==> src/rtl/bank_seq_pkg.sv <==
package bank_seq_pkg;
  typedef enum logic [2:0] {
    CMD_NOP = 3'd0,
    CMD_ACT = 3'd1,
    CMD_RD  = 3'd2,
    CMD_WR  = 3'd3,
    CMD_PRE = 3'd4
  } cmd_e;

  typedef enum logic [1:0] {
    ST_IDLE = 2'd0,
    ST_PRE  = 2'd1,
    ST_ACT  = 2'd2
  } seq_state_e;
endpackage

==> src/rtl/bank_delay_ctr.sv <==
module bank_delay_ctr #(
  parameter int W = 4
) (
  input  logic         clk,
  input  logic         rst_n,
  input  logic         load,
  input  logic [W-1:0] load_val,
  output logic         zero
);
  logic [W-1:0] cnt;

  always_ff @(posedge clk or negedge rst_n) begin
    if (!rst_n)              cnt <= '0;
    else if (load)           cnt <= load_val;
    else if (cnt != '0)      cnt <= cnt - 1'b1;
  end

  assign zero = (cnt == '0);
endmodule

==> src/rtl/bank_row_tracker.sv <==
module bank_row_tracker #(
  parameter int ROW_W = 16
) (
  input  logic             clk,
  input  logic             rst_n,
  input  logic             act,
  input  logic             pre,
  input  logic [ROW_W-1:0] act_row,
  output logic             open,
  output logic [ROW_W-1:0] row
);
  always_ff @(posedge clk or negedge rst_n) begin
    if (!rst_n) begin
      open <= 1'b0;
      row  <= '0;
    end else if (act) begin
      open <= 1'b1;
      row  <= act_row;
    end else if (pre) begin
      open <= 1'b0;
    end
  end
endmodule

==> src/rtl/bank_data_window.sv <==
// Delays each column command by T_CL and then holds a strobe for one burst.
// A single pending slot suffices while T_CL <= BURST, because column commands
// are spaced a full burst apart.
module bank_data_window #(
  parameter int T_CL  = 5,
  parameter int BURST = 8
) (
  input  logic clk,
  input  logic rst_n,
  input  logic start,
  input  logic start_wr,
  output logic rd_valid,
  output logic wr_due
);
  localparam int DW = $clog2(T_CL + 1);
  localparam int BW = (BURST > 2) ? $clog2(BURST) : 1;

  logic          pend, pend_wr, fire;
  logic [DW-1:0] dly;
  logic          active, active_wr;
  logic [BW-1:0] beats;

  assign fire = pend && (dly == '0);

  always_ff @(posedge clk or negedge rst_n) begin
    if (!rst_n) begin
      pend    <= 1'b0;
      pend_wr <= 1'b0;
      dly     <= '0;
    end else if (start) begin
      pend    <= 1'b1;
      pend_wr <= start_wr;
      dly     <= DW'(T_CL - 1);
    end else if (fire) begin
      pend    <= 1'b0;
    end else if (pend) begin
      dly     <= dly - 1'b1;
    end
  end

  always_ff @(posedge clk or negedge rst_n) begin
    if (!rst_n) begin
      active    <= 1'b0;
      active_wr <= 1'b0;
      beats     <= '0;
    end else if (fire) begin
      active    <= 1'b1;
      active_wr <= pend_wr;
      beats     <= BW'(BURST - 1);
    end else if (active) begin
      if (beats == '0) active <= 1'b0;
      else             beats  <= beats - 1'b1;
    end
  end

  assign rd_valid = active && !active_wr;
  assign wr_due   = active &&  active_wr;
endmodule

==> src/rtl/bank_cmd_seq.sv <==
module bank_cmd_seq
  import bank_seq_pkg::*;
#(
  parameter int ROW_W  = 16,
  parameter int COL_W  = 10,
  parameter int BURST  = 8,
  parameter int T_RCD  = 4,
  parameter int T_CL   = 5,
  parameter int T_RP   = 3,
  parameter int ADDR_W = (ROW_W > COL_W) ? ROW_W : COL_W
) (
  input  logic              clk,
  input  logic              rst_n,
  input  logic              req_valid,
  output logic              req_ready,
  input  logic              req_write,
  input  logic [ROW_W-1:0]  req_row,
  input  logic [COL_W-1:0]  req_col,
  output logic [2:0]        cmd_o,
  output logic [ADDR_W-1:0] cmd_addr_o,
  output logic              rd_valid_o,
  output logic              wr_due_o,
  output logic              row_open_o,
  output logic [ROW_W-1:0]  open_row_o
);
  localparam int MAXT = (T_RCD > T_RP) ? T_RCD : T_RP;
  localparam int TW   = $clog2(MAXT + 1);
  localparam int GW   = (BURST > 2) ? $clog2(BURST) : 1;

  seq_state_e        state, nxt_state;
  cmd_e              cmd_q, nxt_cmd;
  logic [ADDR_W-1:0] addr_q, nxt_addr;
  logic              pend_wr, col_wr;
  logic [ROW_W-1:0]  pend_row;
  logic [COL_W-1:0]  pend_col;
  logic              accept, hit, tmr_zero, gap_zero;
  logic              tmr_load, col_fire;
  logic [TW-1:0]     tmr_val;

  function automatic logic [ADDR_W-1:0] col_field(input logic [COL_W-1:0] c);
    return ADDR_W'(c) & ~ADDR_W'(BURST - 1);
  endfunction

  assign req_ready = (state == ST_IDLE) && gap_zero;
  assign accept    = req_valid && req_ready;
  assign hit       = row_open_o && (open_row_o == req_row);

  always_comb begin
    nxt_state = state;
    nxt_cmd   = CMD_NOP;
    nxt_addr  = '0;
    col_wr    = pend_wr;
    unique case (state)
      ST_IDLE: if (accept) begin
        if (hit) begin
          nxt_cmd  = req_write ? CMD_WR : CMD_RD;
          nxt_addr = col_field(req_col);
          col_wr   = req_write;
        end else if (row_open_o) begin
          nxt_cmd   = CMD_PRE;
          nxt_state = ST_PRE;
        end else begin
          nxt_cmd   = CMD_ACT;
          nxt_addr  = ADDR_W'(req_row);
          nxt_state = ST_ACT;
        end
      end
      ST_PRE: if (tmr_zero) begin
        nxt_cmd   = CMD_ACT;
        nxt_addr  = ADDR_W'(pend_row);
        nxt_state = ST_ACT;
      end
      ST_ACT: if (tmr_zero) begin
        nxt_cmd   = pend_wr ? CMD_WR : CMD_RD;
        nxt_addr  = col_field(pend_col);
        nxt_state = ST_IDLE;
      end
      default: nxt_state = ST_IDLE;
    endcase
  end

  assign col_fire = (nxt_cmd == CMD_RD) || (nxt_cmd == CMD_WR);
  assign tmr_load = (nxt_cmd == CMD_PRE) || (nxt_cmd == CMD_ACT);
  assign tmr_val  = (nxt_cmd == CMD_PRE) ? TW'(T_RP - 1) : TW'(T_RCD - 1);

  always_ff @(posedge clk or negedge rst_n) begin
    if (!rst_n) begin
      state    <= ST_IDLE;
      cmd_q    <= CMD_NOP;
      addr_q   <= '0;
      pend_wr  <= 1'b0;
      pend_row <= '0;
      pend_col <= '0;
    end else begin
      state  <= nxt_state;
      cmd_q  <= nxt_cmd;
      addr_q <= nxt_addr;
      if (accept) begin
        pend_wr  <= req_write;
        pend_row <= req_row;
        pend_col <= req_col;
      end
    end
  end

  assign cmd_o      = cmd_q;
  assign cmd_addr_o = addr_q;

  bank_delay_ctr #(.W(TW)) u_wait (
    .clk(clk), .rst_n(rst_n), .load(tmr_load), .load_val(tmr_val), .zero(tmr_zero)
  );

  bank_delay_ctr #(.W(GW)) u_gap (
    .clk(clk), .rst_n(rst_n), .load(col_fire), .load_val(GW'(BURST - 1)), .zero(gap_zero)
  );

  bank_row_tracker #(.ROW_W(ROW_W)) u_rows (
    .clk(clk), .rst_n(rst_n),
    .act(nxt_cmd == CMD_ACT), .pre(nxt_cmd == CMD_PRE),
    .act_row(nxt_addr[ROW_W-1:0]),
    .open(row_open_o), .row(open_row_o)
  );

  bank_data_window #(.T_CL(T_CL), .BURST(BURST)) u_data (
    .clk(clk), .rst_n(rst_n), .start(col_fire), .start_wr(col_wr),
    .rd_valid(rd_valid_o), .wr_due(wr_due_o)
  );
endmodule

==> config.mk <==
export PLATFORM = sky130hd
export DESIGN_NAME = bank_cmd_seq
export DESIGN_NICKNAME = d
export VERILOG_FILES = /design/src/rtl/bank_seq_pkg.sv /design/src/rtl/bank_delay_ctr.sv /design/src/rtl/bank_row_tracker.sv /design/src/rtl/bank_data_window.sv /design/src/rtl/bank_cmd_seq.sv
export SDC_FILE = /design/constraint.sdc
export NUM_CORES = 1
export LEC_CHECK = 0
export BUFFER_PORTS_ARGS = -buffer_cell sky130_fd_sc_hd__buf_2
export CAP_MARGIN = 20
export CORE_UTILIZATION = 24
export CTS_CLUSTER_SIZE = 16
export DETAILED_ROUTE_END_ITERATION = 10
export HOLD_SLACK_MARGIN = 0.03
export PLACE_DENSITY = 0.41
export SLEW_MARGIN = 20
export SYNTH_ARGS = -nofsm -noshare
export SYNTH_HDL_FRONTEND = slang
export SYNTH_SLANG_ARGS = --single-unit
==> constraint.sdc <==
create_clock -name clk -period 2.4 [get_ports clk]
set_input_delay 0.12 -clock clk [delete_from_list [all_inputs] [get_ports clk]]
set_output_delay 0.12 -clock clk [all_outputs]
set_load 0.02 [all_outputs]
Word level (Yosys, flattened, before mapping)
Index checks and enable logic that the tools add are counted.

storage, ports and cells
  flip-flop bits (word level) = 81
  bits of input ports = 30
  logic and storage cells = 99

operators by class
  $add $sub $neg = 4
  equal/unequal tests = 13
  muxes and demuxes = 41
  reduce and logical (&&, ||, !) cells = 25

operators by type and width
  kind                                              count
  two-way mux 16 bit                                4
  case mux 16 bit (3 select lines)                  1
  two-way mux 3 bit                                 13
  == test 16 bit                                    1
  two-way mux 1 bit                                 14
  logical NOT 3 bit                                 4
  two-way mux 2 bit                                 6
  nonzero test 2 bit                                6
  subtractor 3 x 1 -> 3 bit, second input constant  4
  two-way mux 10 bit                                1
  inequality test 2 bit, second input constant      5
  case mux 3 bit (3 select lines)                   1
  == test 3 x 2 -> 1 bit, second input constant     2
  logical AND 1 bit                                 6
  case mux 2 bit (3 select lines)                   1
  nonzero test 3 bit                                2
  AND reduction 2 bit                               2
  AND reduction 4 bit                               1
  == test 3 x 1 -> 1 bit, second input constant     1
  == test 3 bit, second input constant              1
  == test 2 x 1 -> 1 bit, second input constant     1
  == test 2 bit, second input constant              1
  logical NOT 2 bit                                 1
  logical OR 1 bit                                  2
  2 further kinds                                   2

Logic depth before layout (Yosys ltp)
  depth after elaboration = 9
  gate-level depth with buffers = 10

Modules after synthesis
From an unflattened synthesis, not the netlist that was laid out.

second synthesis, totals
  cell total of the unflattened synthesis = 274
  area, all modules = 3617.2 um^2

by module, submodules not included
  module            times used  cells an instance  area an instance (um^2)
  bank_cmd_seq      1           146                2023.2
  bank_row_tracker  1           37                 683.2
  bank_data_window  1           49                 508.0
  bank_delay_ctr    2           21                 201.4

Worst setup path before layout
No wires, ideal clock.

  path type = reg-to-reg
  start point = reg u_gap.cnt[0]
  end point = reg u_data.pend_wr
  arrival time = 2.038 ns
  required time = 2.275 ns
  setup slack = 0.237 ns
  stages on the path, launching flop included = 9
  buffers on the path = 1
  period minus slack after synthesis = 2.163 ns
  cell sequence = dfrtp_1 > inv_1 > ha_1 > nor4b_4 > and2_1 > buf_4 > a21boi_2 > a221oi_4 > mux2_4

on the way
  longest elaborated chain between the ends = 7
  elaborated cells between the ends (all ways) = 10
  classes of those cells = eq/ne (2); mux (4); reduce/logical (4)

RTL lines
  what                                 RTL line                source
  from (decl)                          bank_delay_ctr.sv:10    logic [W-1:0] cnt;
  from (signal assigned)               bank_delay_ctr.sv:14    else if (load) cnt <= load_val;
  from (signal assigned)               bank_delay_ctr.sv:15    else if (cnt != '0) cnt <= cnt - 1'b1;
  logical NOT 3 bit (*)                bank_delay_ctr.sv:18    assign zero = (cnt == '0);
  logical AND 1 bit (*)                bank_cmd_seq.sv:44      assign req_ready = (state == ST_IDLE) && gap_zero;
  net req_ready                        bank_cmd_seq.sv:15      output logic req_ready,
  logical AND 1 bit (*)                bank_cmd_seq.sv:45      assign accept = req_valid && req_ready;
  two-way mux 3 bit (*)                bank_cmd_seq.sv:54      ST_IDLE: if (accept) begin
  case mux 3 bit (3 select lines) (*)  bank_cmd_seq.sv:53      unique case (state)
  net nxt_cmd[1]                       bank_cmd_seq.sv:31      cmd_e cmd_q, nxt_cmd;
  == test 3 x 2 -> 1 bit               bank_cmd_seq.sv:82      assign col_fire = (nxt_cmd == CMD_RD) || (nxt_cmd == CMD_WR);
  logical OR 1 bit (*)                 bank_cmd_seq.sv:82
  to (signal assigned)                 bank_data_window.sv:32  pend_wr <= start_wr;
  to (decl)                            bank_data_window.sv:18  logic pend, pend_wr, fire;

Mark *: on every way through the listed nets, which the timed path passes. The rest lies on a longest branch.
A chain may end at the register's enable or synchronous reset.

Worst setup path in the final report
  start point = reg u_wait.cnt[0]
  end point = reg u_data.pend_wr

on the way
  longest elaborated chain between the ends = 5
  elaborated cells between the ends (all ways) = 7
  classes of those cells = eq/ne (2); mux (3); reduce/logical (2)

RTL lines
  what                                                    RTL line
  from (decl)                                             bank_delay_ctr.sv:10
  from (signal assigned)                                  bank_delay_ctr.sv:14
  from (signal assigned)                                  bank_delay_ctr.sv:15
  logical NOT 3 bit (*)                                   bank_delay_ctr.sv:18
  two-way mux 2 bit or two-way mux 1 bit (tied branches)  bank_cmd_seq.sv:73, bank_cmd_seq.sv:68
  case mux 3 bit (3 select lines) (*)                     bank_cmd_seq.sv:53
  net nxt_cmd[0]                                          bank_cmd_seq.sv:31
  == test 3 x 2 -> 1 bit                                  bank_cmd_seq.sv:82
  logical OR 1 bit (*)                                    bank_cmd_seq.sv:82

Marks and branches as above.

==> parameters.txt <==
Parameter                              Value

Status
  Status    finished clean

Global routing
  Wire length of the first global-routing pass    14.2 mm
  Number of global-route vias before repair    2694
  All-layer global routing usage    0.130
  Initial antenna violation count    0
  Pin count of the biggest net entering global routing    51
  GRT Residual Overflow    0

Finish
  Final Instance Area    0.00452 mm^2
  Synthesis-to-finish area growth    33.7%
  Number of inserted filler cells in the final layout    1422
  Number of inserted diodes    0
  Share of layout cells above drive strength 1    0.249
  Final net count    between 400 and 500

STA
  Number of endpoints with negative hold slack in the final report    0
  Max Clk Rate    461 MHz
  Setup repair after global routing missed its margin    false
  Period minus WS final    2170 ps
  Share of the clock period used by the worst path after layout    0.904
  Transition time at the pin with the least slew margin    740 ps
  Final setup vio count    0
  Count of final max-slew check failures    0
  Max_slew headroom    0.505
  Setup TNS    0 ps
  Final clock skew    between 10 and 15 ps

Drt
  Post-detailed-route DRC marker count    0
  Iteration-0 DRC Markers    ~110
  Router iterations before antenna repair    4
  Vias post-DR    ~2600
  Ratio of routed vias to standard cells    4.30
  Routed wirelength normalized by instance count    14.3 um
  Number of nets with antenna violations after detailed routing    0
  Total length of routed wires    8.69 mm

Die
  Horizontal extent of the die    121 um
  Chip height    approximately 120 um
  Floorplan core area    0.0138 mm^2
  # IOs    between 60 and 70
  Starting density of the core    0.245
  Die Footprint    0.0146 mm^2
  Total number of placement rows    43

Placement
  Port Buf Inserts    65
  Placed wire-length estimate after detailed placement    5.95 mm
  Last weighted congestion value of the routability-driven placer    0.699
  Placed Instance Area    0.00398 mm^2

Power
  Leak Pwr    2.41 nW
  Fraction of power consumed by sequential logic    0.409
  Combinational Power Share    0.321
  Clock power frac    0.270
  Power per Cell Area    1150 mW/mm^2
  Proportion of total power due to net switching    0.360
  IR Drop Worst-Case VDD    0.503 mV
  Sw Pwr    0.00188 W
  Internal power summed over all cells    roughly 0.0033 W

Worst setup path
  Setup slack, reg-to-reg    between 200 and 250 ps
  Startpoint of the worst-slack reg-to-reg timing path    u_wait.cnt[0]
  Critical Path Sink Type    flop
  Required time reported for the critical path endpoint    2680 ps
  Critical path type    reg -> reg
  Data arrival time of the worst path    2450 ps
  CP startpoint kind    flop
  Depth of the worst register-to-register path    9
  Largest fanout on the critical path    8
  Endpoint of the worst-slack reg-to-reg timing path    u_data.pend_wr

Synth
  Post-Synthesis Mean Instance Area    10.4 um^2
  Count of warnings emitted by yosys    0
  Number of synthesized flops with an enable pin    0
  Count of distinct cell types in the synthesized netlist    37
  Synth Cell Area    0.00338 mm^2
  Share of the yosys chip area belonging to registers    0.577
  Synthesized net count    364
  Fraction of registers with async set/reset    1.00
  Yosys reg bits    78
  Main flop type after synthesis    dfrtp_1
  Number of cells produced by synthesis    ~330

Run
  MaxCap Viol Count    0

Hold path
  Tightest Hold Check Type    in -> reg
  Instance count along the most critical hold path    3
  Hold path start    req_row[14]
  Worst Hold Path EP    pend_row[14]

Clocking
  CTS buffer count    9
  Clock tree from TritonCTS    built
  Count of H-tree levels built during CTS    3
  Clock root buffer master    clkbuf_16
  Clock insertion delay at the later pin of the skew report    ~340 ps
  Sink Count    78
  Worst-path clk slew    60 ps
  Clock Path Buffers    2
## worst max path at each step
stage / startpoint / to / slack (ps)
after floorplan: u_gap.cnt[0] / u_data.pend_wr / 240
after global placement: u_wait.cnt[0] / u_data.pend_wr / 200
after detailed placement: u_gap.cnt[0] / u_wait.cnt[1] / 170
after CTS: u_gap.cnt[0] / u_wait.cnt[1] / 140
after global routing: u_wait.cnt[0] / u_data.pend_wr / 80
final: u_wait.cnt[0] / u_data.pend_wr / 230
## cell usage after synthesis (4+ instances only)
library cell | instances | area share
nand2b_1 | 5 | 0.0092
o21ai_0 | 6 | 0.0089
nand2_1 | 96 | 0.11
nor2_1 | 15 | 0.017
dfrtp_1 | 78 | 0.58
a22o_1 | 9 | 0.023
buf_2 | 4 | 0.0059
a21oi_1 | 4 | 0.0059
a21o_1 | 9 | 0.020
ha_1 | 8 | 0.030
inv_1 | 13 | 0.014
clkbuf_1 | 8 | 0.0089
nor4_1 | 4 | 0.0074
a22oi_1 | 6 | 0.013
a31o_2 | 7 | 0.018
a31oi_1 | 6 | 0.011
xor2_1 | 17 | 0.044
## logic make-up (layout without fill, tap and decap cells)
group                    Yosys count  after routing  share of synthesized area
XOR/XNOR                          20             20                     0.0518
buffers and inverters             26            129                     0.0314
AND/OR/NAND/NOR                  135            135                      0.172
flip-flops                        78             78                      0.577
AO/OA/AOI/OAI                     56             56                      0.128
multiplexers                       3              3                     0.0111
adder cells (fa/ha/maj)            8              8                     0.0296
## through the flow
stage | setup slack [ps] | hold WS [ps] | std cells | power [W] | util
finish | 230 | 38.9 | 609 | 0.00521 | 0.327
global route | 80.1 | 53.9 | 609 | 0.00558 | 0.327
CTS | 141 | 33.7 | 609 | 0.00529 | 0.327
detailed placement | 166 | 226 | 570 | 0.00382 | 0.288
global placement | 205 | 222 | 570 | 0.00377 | 0.288
floorplan | 237 | -176 | 326 | 0.00323 | -
## area by class of cell
cell class / instances / area, um^2 / share of cell area
repair buffers: 100 / 661 / 0.146
multi-input cells: 222 / 1330 / 0.293
clock inverters: 5 / 57.6 / 0.0127
well taps: 180 / 225 / 0.0498
clock buffers: 11 / 253 / 0.0559
inverters: 13 / 48.8 / 0.0108
flip-flops and latches: 78 / 1950 / 0.431
## power groups by stage
stage / registers (W) / clock network [W] / logic, W
floorplan: 0.00229 / 0 / 0.000935
global placement: 0.00214 / 0 / 0.00163
detailed placement: 0.00215 / 0 / 0.00166
CTS: 0.00213 / 0.00145 / 0.00170
global route: 0.00219 / 0.00150 / 0.00189
finish: 0.00213 / 0.00141 / 0.00167
## placed cells by master (no fill, tap or decap), types with 2 or more instances in the layout
master / n
a211o_1: 2
a21o_1: 9
a21oi_1: 4
a22o_1: 9
a22oi_1: 6
a31o_2: 7
a31oi_1: 6
and2_1: 2
buf_2: 64
buf_4: 12
clkbuf_16: 9
clkbuf_8: 2
clkinvlp_4: 3
dfrtp_1: 78
dlygate4sd3_1: 23
ha_1: 8
inv_1: 13
mux2_2: 2
nand2_1: 96
nand2b_1: 5
nand3_1: 3
nor2_1: 14
nor2b_1: 2
nor3_1: 3
nor4_1: 4
o21ai_0: 6
o21ai_1: 2
xnor2_1: 3
xor2_1: 17
## per-layer routing
| layer | up-vias | wire (um) | track usage |
|---|---|---|---|
| li1 | 1291 | - | - |
| met1 | 1260 | 4180 | 0.165 |
| met2 | 59 | 4000 | 0.212 |
| met3 | 9 | 368 | 0.0288 |
| met4 | 0 | 133 | 0.0556 |
| met5 | - | 0 | 0 |
## state kept, by name, indices dropped and copies added, names as in the netlist
signal,count
u_data.pend,1
u_data.active_wr,1
u_rows.open,1
u_data.active,1
u_data.pend_wr,1
u_wait.cnt,3
u_rows.row,16
u_data.beats,3
u_gap.cnt,3
cmd_addr_o,16
pend_col,7
u_data.dly,3
cmd_o,3
state,2
pend_wr,1
pend_row,16
## worst max-delay path, stage by stage, from the launching register on
cell	delay (ps)
dfrtp_1	380
inv_1	60
ha_1	140
ha_1	160
buf_4	160
nand2_1	110
nor2_1	600
a21oi_1	140
o21ai_1	160
mux2_4	190
## timing repair
item | 4_1_cts | 5_1_grt
buffers inserted | 0 | 0
hold endpoints to repair | 76 | 0
resized for setup | 0 | 1
endpoints found under the setup margin | 0 | 1
hold buffers | 23 | 0
Power figures use the tool's default switching activity.
